**config.mk**
```make
export PLATFORM = sky130hd
export DESIGN_NAME = ram_bank_mapper
export DESIGN_NICKNAME = d
export VERILOG_FILES = /design/src/rtl/mapper_pkg.sv /design/src/rtl/mapper_port_decode.sv /design/src/rtl/mapper_cfg_reg.sv /design/src/rtl/mapper_window_xlate.sv /design/src/rtl/ram_bank_mapper.sv
export SDC_FILE = /design/constraint.sdc
export NUM_CORES = 1
export LEC_CHECK = 0
export BUFFER_PORTS_ARGS = -buffer_cell sky130_fd_sc_hd__buf_2
export CORE_MARGIN = 5
export CORE_UTILIZATION = 35
export CTS_CLUSTER_SIZE = 25
export DETAILED_ROUTE_END_ITERATION = 16
export PLACE_DENSITY = 0.77
export SETUP_SLACK_MARGIN = 0.4
export SKIP_CTS_REPAIR_TIMING = 1
export SYNTH_ARGS = -nofsm -noshare
export SYNTH_HDL_FRONTEND = slang
export SYNTH_HIERARCHICAL = 1
export SYNTH_SLANG_ARGS = --single-unit
```
**constraint.sdc**
```tcl
create_clock -name clk -period 1.5 [get_ports clk]
set_input_delay 0.45 -clock clk [delete_from_list [all_inputs] [get_ports clk]]
set_output_delay 0.45 -clock clk [all_outputs]
set_load 0.05 [all_outputs]
```
**src/rtl/mapper_pkg.sv**
```systemverilog
package mapper_pkg;

    localparam int PAGE_W = 3;
    localparam int SEL_W  = 2;
    localparam int TAG_W  = 2;
    localparam logic [TAG_W-1:0] LOAD_TAG = 2'b11;

    typedef struct packed {
        logic [TAG_W-1:0]  tag;
        logic [PAGE_W-1:0] page;
        logic              slot;
        logic [SEL_W-1:0]  sel;
    } map_cfg_t;

    typedef enum logic [2:0] {
        MAP_BASE_ONLY,
        MAP_TOP_EXT,
        MAP_ALL_EXT,
        MAP_SWAP_TOP,
        MAP_WIN1_PICK
    } map_mode_e;

endpackage

```
**src/rtl/mapper_port_decode.sv**
```systemverilog
module mapper_port_decode (
    input  logic       io_wr,
    input  logic [1:0] addr_hi,
    output logic       port_hit
);
    // Port is selected by address bit 15 low and bit 14 high.
    always_comb begin
        port_hit = io_wr && (addr_hi == 2'b01);
    end
endmodule

```
**src/rtl/mapper_cfg_reg.sv**
```systemverilog
module mapper_cfg_reg
    import mapper_pkg::*;
(
    input  logic     clk,
    input  logic     rst_n,
    input  logic     port_hit,
    input  map_cfg_t wr_data,
    output map_cfg_t cfg_q
);
    logic load_en;

    always_comb begin
        load_en = port_hit && (wr_data.tag == LOAD_TAG);
    end

    always_ff @(posedge clk or negedge rst_n) begin
        if (!rst_n) begin
            cfg_q <= '0;
        end else if (load_en) begin
            cfg_q <= wr_data;
        end
    end

    assert_load_R2: assert property (@(posedge clk) disable iff (!rst_n)
        (port_hit && wr_data.tag == LOAD_TAG) |=> (cfg_q == $past(wr_data)));

    assert_no_port_hold_R3: assert property (@(posedge clk) disable iff (!rst_n)
        !port_hit |=> $stable(cfg_q));

    assert_bad_tag_hold_R4: assert property (@(posedge clk) disable iff (!rst_n)
        (port_hit && wr_data.tag != LOAD_TAG) |=> $stable(cfg_q));
endmodule

```
**src/rtl/mapper_window_xlate.sv**
```systemverilog
module mapper_window_xlate
    import mapper_pkg::*;
#(
    parameter int WIN_W = 2
) (
    input  logic              clk,
    input  logic              rst_n,
    input  logic [WIN_W-1:0]  window,
    input  logic [PAGE_W-1:0] cfg_page,
    input  logic              cfg_slot,
    input  logic [SEL_W-1:0]  cfg_sel,
    output logic              ext_sel,
    output logic [PAGE_W-1:0] page_num,
    output logic [WIN_W-1:0]  bank_num
);
    localparam logic [WIN_W-1:0] WIN_LOW  = WIN_W'(1);
    localparam logic [WIN_W-1:0] WIN_TOP  = WIN_W'(3);

    map_mode_e mode;

    // Mode decode from the register.
    always_comb begin
        if (cfg_slot) begin
            mode = MAP_WIN1_PICK;
        end else begin
            unique case (cfg_sel)
                2'b00:   mode = MAP_BASE_ONLY;
                2'b01:   mode = MAP_TOP_EXT;
                2'b10:   mode = MAP_ALL_EXT;
                default: mode = MAP_SWAP_TOP;
            endcase
        end
    end

    // Per-window output decode.
    logic use_ext;
    always_comb begin
        use_ext  = 1'b0;
        bank_num = window;
        unique case (mode)
            MAP_BASE_ONLY: ;
            MAP_TOP_EXT:   use_ext = (window == WIN_TOP);
            MAP_ALL_EXT:   use_ext = 1'b1;
            MAP_SWAP_TOP: begin
                if (window == WIN_LOW) begin
                    bank_num = WIN_TOP;
                end else if (window == WIN_TOP) begin
                    use_ext = 1'b1;
                end
            end
            MAP_WIN1_PICK: begin
                if (window == WIN_LOW) begin
                    use_ext  = 1'b1;
                    bank_num = WIN_W'(cfg_sel);
                end
            end
            default: ;
        endcase
        ext_sel  = use_ext;
        page_num = use_ext ? cfg_page : '0;
    end

    assert_identity_base_R5: assert property (@(posedge clk) disable iff (!rst_n)
        (!cfg_slot && cfg_sel == 2'b00) |-> (!ext_sel && bank_num == window));

    assert_all_ext_R7: assert property (@(posedge clk) disable iff (!rst_n)
        (!cfg_slot && cfg_sel == 2'b10) |-> (ext_sel && bank_num == window && page_num == cfg_page));

    assert_swap_win1_R8: assert property (@(posedge clk) disable iff (!rst_n)
        (!cfg_slot && cfg_sel == 2'b11 && window == WIN_LOW) |-> (!ext_sel && bank_num == WIN_TOP));

    assert_pick_only_win1_R9: assert property (@(posedge clk) disable iff (!rst_n)
        cfg_slot |-> (ext_sel == (window == WIN_LOW)));
endmodule

```
**src/rtl/ram_bank_mapper.sv**
```systemverilog
module ram_bank_mapper
    import mapper_pkg::*;
#(
    parameter int ADDR_W = 16
) (
    input  logic                clk,
    input  logic                rst_n,
    input  logic [ADDR_W-1:0]   cpu_addr,
    input  logic                io_wr,
    input  logic [7:0]          io_data,
    output logic                ext_sel,
    output logic [PAGE_W-1:0]   page_num,
    output logic [1:0]          bank_num,
    output logic [ADDR_W-3:0]   bank_offset
);
    localparam int WIN_W = 2;
    localparam int OFF_W = ADDR_W - WIN_W;

    logic     port_hit;
    map_cfg_t cfg_q;

    mapper_port_decode u_decode (
        .io_wr    (io_wr),
        .addr_hi  (cpu_addr[ADDR_W-1 -: WIN_W]),
        .port_hit (port_hit)
    );

    mapper_cfg_reg u_cfg (
        .clk      (clk),
        .rst_n    (rst_n),
        .port_hit (port_hit),
        .wr_data  (map_cfg_t'(io_data)),
        .cfg_q    (cfg_q)
    );

    mapper_window_xlate #(.WIN_W(WIN_W)) u_xlate (
        .clk      (clk),
        .rst_n    (rst_n),
        .window   (cpu_addr[ADDR_W-1 -: WIN_W]),
        .cfg_page (cfg_q.page),
        .cfg_slot (cfg_q.slot),
        .cfg_sel  (cfg_q.sel),
        .ext_sel  (ext_sel),
        .page_num (page_num),
        .bank_num (bank_num)
    );

    assign bank_offset = cpu_addr[OFF_W-1:0];

    assert_base_page_zero_R10: assert property (@(posedge clk) disable iff (!rst_n)
        !ext_sel |-> (page_num == '0));
endmodule

```
Yosys cells after proc, flatten, opt, wreduce, memory -nomap -nowiden
Index checks and enable logic that the tools add are counted.

Div/mod/pow operators: 0. Reduce and logical (&&, ||, !) cells: 3. Eq/ne operators: 9. $mul: 0. Muxes and demuxes: 10. Bitwise gates (word level): 0. Shift-type cells: 0. $lt $le $gt $ge: 0. Add/sub/neg operators: 0.

Operators by type and width (count): 2-bit == test (second input constant) (3); 3-bit by 2-bit == test with 1-bit output (second input constant) (2); 3-bit 2-to-1 mux (2); 2-bit one-hot mux with 3 select lines (1); 2-bit by 1-bit == test with 1-bit output (second input constant) (2); 2-bit 2-to-1 mux (2); 1-bit one-hot mux with 4 select lines (1); 2-bit one-hot mux with 2 select lines (1); 3-bit by 1-bit == test with 1-bit output (second input constant) (1); 3-bit == test (second input constant) (1); 1-bit 2-to-1 mux (3); 1-bit logical AND (2); 2-bit logical NOT (1).

Logic and storage cells: 25. Bits in registers: 6. Output and inout bits: 20. Memory bits (writable): 0. Input bits: 27. Memories kept: 0. Bits in read-only memories: 0. Bits in latches: 0.

Logic depth before layout (Yosys ltp)
Gate-level depths: netlist of the first run.

Word-level depth: 6. Mapped depth: 3. Mapped depth without buffers: 3.

By module
Netlist of the first run, hierarchy kept.

By module, submodules not included: mapper_cfg_reg (cells each 17, area each 300.3 um^2, times used 1, sequential area each 200.2 um^2); ram_bank_mapper (cells each 14, area each 105.1 um^2, times used 1, sequential area each 0.0 um^2); mapper_window_xlate (cells each 12, area each 81.3 um^2, times used 1, sequential area each 0.0 um^2); mapper_port_decode (cells each 1, area each 8.8 um^2, times used 1, sequential area each 0.0 um^2).

Least setup slack after synthesis of the first run
Ideal clock, no wire load.

Path type: reg2out. Start point: register u_cfg/cfg_q[0] (netlist name). End point: output page_num[0]. Cell stages (with the launch flop): 4. Required time: 1.050 ns. Arrival: 1.792 ns. Path slack: -0.742 ns. Path buffers: 0. Path through: dfrtp_1 > nor2b_1 > a311oi_2 > nor3b_1.

Longest elaborated chain between the ends: 6. Elaborated cells on any way between the ends: 11. Classes of those cells: eq/ne: 6; mux: 4; reduce/logical: 1.

Ends and longest elaborated chain: 2-bit == test, or another cell as far along (RTL line mapper_window_xlate.sv:26) `unique case (cfg_sel)`; 2-bit one-hot mux with 3 select lines (*) (RTL line mapper_window_xlate.sv:26); 3-bit 2-to-1 mux (*) (RTL line mapper_window_xlate.sv:23) `if (cfg_slot) begin`; 3-bit == test, or another cell as far along (RTL line mapper_window_xlate.sv:40) `unique case (mode)`; 1-bit one-hot mux with 4 select lines (*) (RTL line mapper_window_xlate.sv:40); 3-bit 2-to-1 mux (*) (RTL line mapper_window_xlate.sv:60) `page_num = use_ext ? cfg_page : '0;`; end: declaration (RTL line ram_bank_mapper.sv:12) `output logic [PAGE_W-1:0] page_num,`.

Every way passes the cells marked *; elsewhere a longest branch is shown, timed or not.

Final worst setup path of the first run
Start point: register u_cfg/cfg_q[1] (netlist name). End point: output ext_sel.

Longest elaborated chain between the ends: 5. Elaborated cells on any way between the ends: 10. Classes of those cells: eq/ne: 6; mux: 3; reduce/logical: 1.

Ends and longest elaborated chain: 2-bit == test, or another cell as far along (RTL line mapper_window_xlate.sv:26); 2-bit one-hot mux with 3 select lines (*) (RTL line mapper_window_xlate.sv:26); 3-bit 2-to-1 mux (*) (RTL line mapper_window_xlate.sv:23); 3-bit == test, or another cell as far along (RTL line mapper_window_xlate.sv:40); 1-bit one-hot mux with 4 select lines (*) (RTL line mapper_window_xlate.sv:40); end: declaration (RTL line ram_bank_mapper.sv:11) `output logic ext_sel,`.

Marked as above.

==> results of run 1 <==
==> through the flow <==
stage / instances / power, mW / util, % / worst slack, ps / TNS (ps)
2_1_floorplan: 40 / 0.630 / - / -136 / -480
3_3_place_gp: 67 / 0.673 / 51.5 / -259 / -1200
3_5_place_dp: 67 / 0.681 / 51.5 / -279 / -1270
4_1_cts: 71 / 0.849 / 53.8 / -453 / -2290
5_1_grt: 71 / 0.956 / 60.4 / -421 / -2260
6_report: 71 / 0.898 / 60.4 / -347 / -1830
==> cell type report <==
cell class | count | share of cell area, %
repair buffers | 27 | 32.1
flip-flops and latches | 6 | 22.0
multi-input cells | 18 | 38.5
well taps | 14 | 2.54
clock buffers | 4 | 3.81
inverters | 2 | 1.09
==> cells in the final DEF (no fill, tap or decap), drive strengths merged <==
master,count
dfrtp,6
nand3,1
inv,2
o31a,1
nand2,1
and3b,1
mux2,6
clkbuf,4
buf,27
o211ai,1
a311oi,1
nor2b,1
a21oi,1
nor2,1
nor3b,3
==> critical path, stage by stage, from the launching register on <==
cell,delay (ps)
dfrtp_1,380
nor2b_4,140
a311oi_4,210
buf_4,190
nor2_4,40
buf_2,200
==> power groups by stage <==
stage	Sequential (mW)	Combinational [mW]	Clock (mW)
after global routing	0.245	0.531	0.180
after CTS	0.238	0.441	0.170
after detailed placement	0.241	0.440	0
final	0.238	0.501	0.159
after floorplan	0.234	0.395	0
after global placement	0.240	0.433	0
==> metal layers <==
layer | track usage [%] | share of wire, % | wire, µm
met5 | 0 | 0 | 0
met4 | 9.36 | 1.4 | 13
met3 | 5.58 | 11 | 109
met2 | 16.1 | 48 | 465
met1 | 11.8 | 39 | 370
==> worst min path at each step <==
stage                     startpoint                          to  slack (ps)  depth (start not counted)
after floorplan                rst_n  u_cfg/cfg_q[0]$_DFFE_PN0P_         150                          0
after global placement         rst_n  u_cfg/cfg_q[3]$_DFFE_PN0P_         280                          1
after detailed placement       rst_n  u_cfg/cfg_q[1]$_DFFE_PN0P_         280                          1
after CTS                      rst_n  u_cfg/cfg_q[3]$_DFFE_PN0P_           7                          1
after global routing           rst_n  u_cfg/cfg_q[1]$_DFFE_PN0P_          10                          1
final                          rst_n  u_cfg/cfg_q[3]$_DFFE_PN0P_          20                          1
==> metrics, run 1 <==
worst setup margin=-347 ps; leading registers by flop count=u_cfg/cfg_q (6); WL/cell=13.5 µm; post-synthesis net count=67; Comb pwr share=55.8%; sequential share of power=26.5%; RePlAce Congestion=0.657; CP arrival=1400 ps; Detail Route Antenna Nets=0; Slew HR=83.5%; Int Power=562 µW; largest net degree at the start of global routing=7; via count=317; Clock Skew=0 ps; Die ar.=0.00203 mm²; Filler cells=100; endpoints failing hold=0; Clock Path Buffers=2; drt total wl=959 µm; Fin Hold WS=20.6 ps; CTS root buf=clkbuf_4; Iteration-0 DRC Markers=3; area growth from synthesis to layout=60.2%; Worst setup EP type=output pin; Final min period=1850 ps; final setup vio count=6; clock sink count=6; # DRC=0; Psw=336 µW; FP Rows=12; post-synthesis cell count=40; worst-skew pair later-pin latency=240 ps; Clk network pwr share=17.7%; critical path type=reg2out; CP Max Fanout=2; Die Y=45.1 µm; initial antenna violation count=0; worst flop-to-flop path endpoint=u_cfg/cfg_q[0]$_DFFE_PN0P_; Via density=4.46; worst-margin pin slew=249 ps; post-synth design cell area=430 µm²; first-pass GRT wire length=1600 µm; CP endpoint=ext_sel; IO Count=47; Congestion Overflow GR=0; maximum VDD drop=0.701 mV; Cell Area, Placed=588 µm²; Final Max Slew Viols=0; maximum capacitance violations=0; worst min path class=in2async; RSZ-0062 raised after global routing=yes; flip-flop count of the largest register after layout=6; reg2reg setup slack=540 ps; failing checks=negative setup slack; FMAX=0.541 GHz; antenna cells=0; CTS buffer count=3; Total GRT Usage=11.1%; cells on worst reg2reg path=2; reg-to-reg critical path startpoint=u_cfg/cfg_q[0]$_DFFE_PN0P_; initial core utilization=37.7%; share of cells above drive strength 1=84.2%; largest reg by FF count=u_cfg/cfg_q; crit share post-route=123%; Avg Inst Size Synth=10.8 µm²; Multi-input gate area=265 µm²; die width=45.1 µm; Reg clk slew, reported paths=50 ps; startpoint types=register; sw frac=37.5%; Ys Warns=6; H-Tree Depth=1; TritonCTS clock tree=built; P per Cell Area=1300 mW/mm²; Core ar.=0.00114 mm²; DP HPWL=767 µm; vias in the first global route=386; Final Cell Area=689 µm²; Nets=85; Leakage Power=0.342 nW; status=finished with violations; iteration count of the initial detailed-routing pass=2; PortBufs=18; crit path from=u_cfg/cfg_q[1]$_DFFE_PN0P_; Sequential Area=151 µm²; critical path required time=1050 ps
Note: power is estimated with default switching activity, not from simulation.
==> run 2: changes to the inputs <==
CELL_PAD_IN_SITES_DETAIL_PLACEMENT = 1   (was not set)
CELL_PAD_IN_SITES_GLOBAL_PLACEMENT = 2   (was not set)
CORE_UTILIZATION = 18   (was 35)
PLACE_DENSITY = not set   (was 0.77)
PLACE_DENSITY_LB_ADDON = 0.1   (was not set)
==> run 2 against run 1 <==
The flow still finishes with violations (negative setup slack). Register-to-register slack improved by 60 ps. Count of clock-buffer cells in the layout did not move. Cell area rose by 1.1%. Clock skew did not move. Critical path type unchanged. Worst setup slack got worse by 36 ps. First-iteration DRC count did not move.
==> metrics, run 2 (synthesized netlist as in run 1, its figures left out) <==
status=finished with violations; Total GRT Usage=7.72%; # DRC=0; initial antenna violation count=0; initial core utilization=19.1%; CTS buffer count=3; worst setup margin=-383 ps; CP arrival=1430 ps; Final min period=1880 ps; Die ar.=0.00347 mm²; Slew HR=79.2%; critical path type=reg2out; max incr delay on CP=460 ps; sw frac=38.0%; crit path max-delay cell type=dfrtp_2; sequential share of power=26.7%; Final Max Slew Viols=0; Filler cells=262; Multi-input gate area=273 µm²; Clk network pwr share=17.1%; Comb pwr share=56.2%; clock sink count=6; WL/cell=15.8 µm; drt total wl=1300 µm; Reg clk slew, reported paths=50 ps; antenna cells=0; RePlAce Congestion=0.647; Worst Path Buf+Inv=2; Sequential Area=153 µm²; final setup vio count=6; worst-skew pair later-pin latency=240 ps; first-pass GRT wire length=1960 µm; worst-margin pin slew=311 ps; commonest non-fill, non-tap cell in the layout=buf_2; startpoint types=register; H-Tree Depth=1; Int Power=570 µW; area growth from synthesis to layout=61.9%; leading registers by flop count=u_cfg/cfg_q (6); IO Count=47; Worst setup EP type=output pin; Iteration-0 DRC Markers=3; FMAX=0.531 GHz; via count=347; Top delay family on crit path=flip-flops; die width=58.9 µm; endpoints failing hold=0; Leakage Power=0.329 nW; post-layout util=30.9%; Die Y=58.9 µm; CP Max Fanout=4; P per Cell Area=1320 mW/mm²; Nets=82; worst min path class=in2async; RSZ-0062 raised after global routing=yes; largest net degree at the start of global routing=7; flip-flop count of the largest register after layout=6; commonest non-fill, non-tap cells in the layout=buf_2 (11), buf_6 (6), mux2_4 (6); placed cell count=78; Congestion Overflow GR=0; Clock Skew=0 ps; TritonCTS clock tree=built; maximum capacitance violations=0; crit share post-route=126%; PortBufs=18; Post-Place Setup Slack=-335 ps; worst path cell trace=nor2b_4, a311oi_4, buf_12, nor3b_4, buf_6; Core ar.=0.00225 mm²; vias in the first global route=404; Psw=350 µW; share of cells above drive strength 1=85.2%; Detail Route Antenna Nets=0; FP Rows=17; maximum VDD drop=0.429 mV; CTS root buf=clkbuf_4; Clock Path Buffers=2; largest reg by FF count=u_cfg/cfg_q; iteration count of the initial detailed-routing pass=2; Layout Cells excl Fill=82; failing checks=negative setup slack; DP HPWL=1170 µm; critical path required time=1050 ps; Via density=4.23
-- run 2: changes by cell type in the layout (fill, tap and decap cells not counted), sizes merged --
cell and delta:
buf -3
-- run 2: metal layers --
layer | vias up | global-route usage, % | share of wire, %
li1 | 152 | - | -
met1 | 160 | 5.36 | 26
met2 | 25 | 14.7 | 55
met3 | 10 | 2.85 | 15
met4 | 0 | 7.77 | 4.0
met5 | - | 1.59 | 0
-- run 2: layout make-up --
| cell class | instances | share of cell area (%) |
|---|---|---|
| inverters | 2 | 1.08 |
| well taps | 28 | 5.03 |
| multi-input cells | 18 | 39.1 |
| repair buffers | 24 | 29.1 |
| clock buffers | 4 | 3.77 |
| flip-flops and latches | 6 | 21.9 |
-- run 2: power groups by stage --
stage	registers [mW]	logic, mW	clock network [mW]
after floorplan	0.234	0.395	0
after global placement	0.240	0.425	0
after detailed placement	0.246	0.437	0
after global routing	0.250	0.541	0.176
final	0.246	0.517	0.158
after CTS	0.243	0.437	0.167
-- run 2: worst paths after layout --
kind / start / end / slack (ps) / cells after the start
min in group clk: io_data[1] / u_cfg/cfg_q[1]$_DFFE_PN0P_ / 440 / 2
max reg2reg: u_cfg/cfg_q[1]$_DFFE_PN0P_ / u_cfg/cfg_q[1]$_DFFE_PN0P_ / 600 / 2
max: u_cfg/cfg_q[0]$_DFFE_PN0P_ / page_num[0] / -380 / 5
max in group asynchronous: rst_n / u_cfg/cfg_q[0]$_DFFE_PN0P_ / 1330 / 1
min: rst_n / u_cfg/cfg_q[1]$_DFFE_PN0P_ / 20 / 1
min reg2reg: u_cfg/cfg_q[3]$_DFFE_PN0P_ / u_cfg/cfg_q[3]$_DFFE_PN0P_ / 520 / 1
-- run 2: metrics by stage --
step	TNS [ps]	total power, mW	hold WS [ps]	instance area, µm²
2_1_floorplan	-480	0.630	154	505
3_3_place_gp	-1390	0.665	273	583
3_5_place_dp	-1590	0.682	278	583
4_1_cts	-2570	0.848	11.2	609
5_1_grt	-2330	0.967	16.4	697
6_report	-2040	0.921	18.1	697
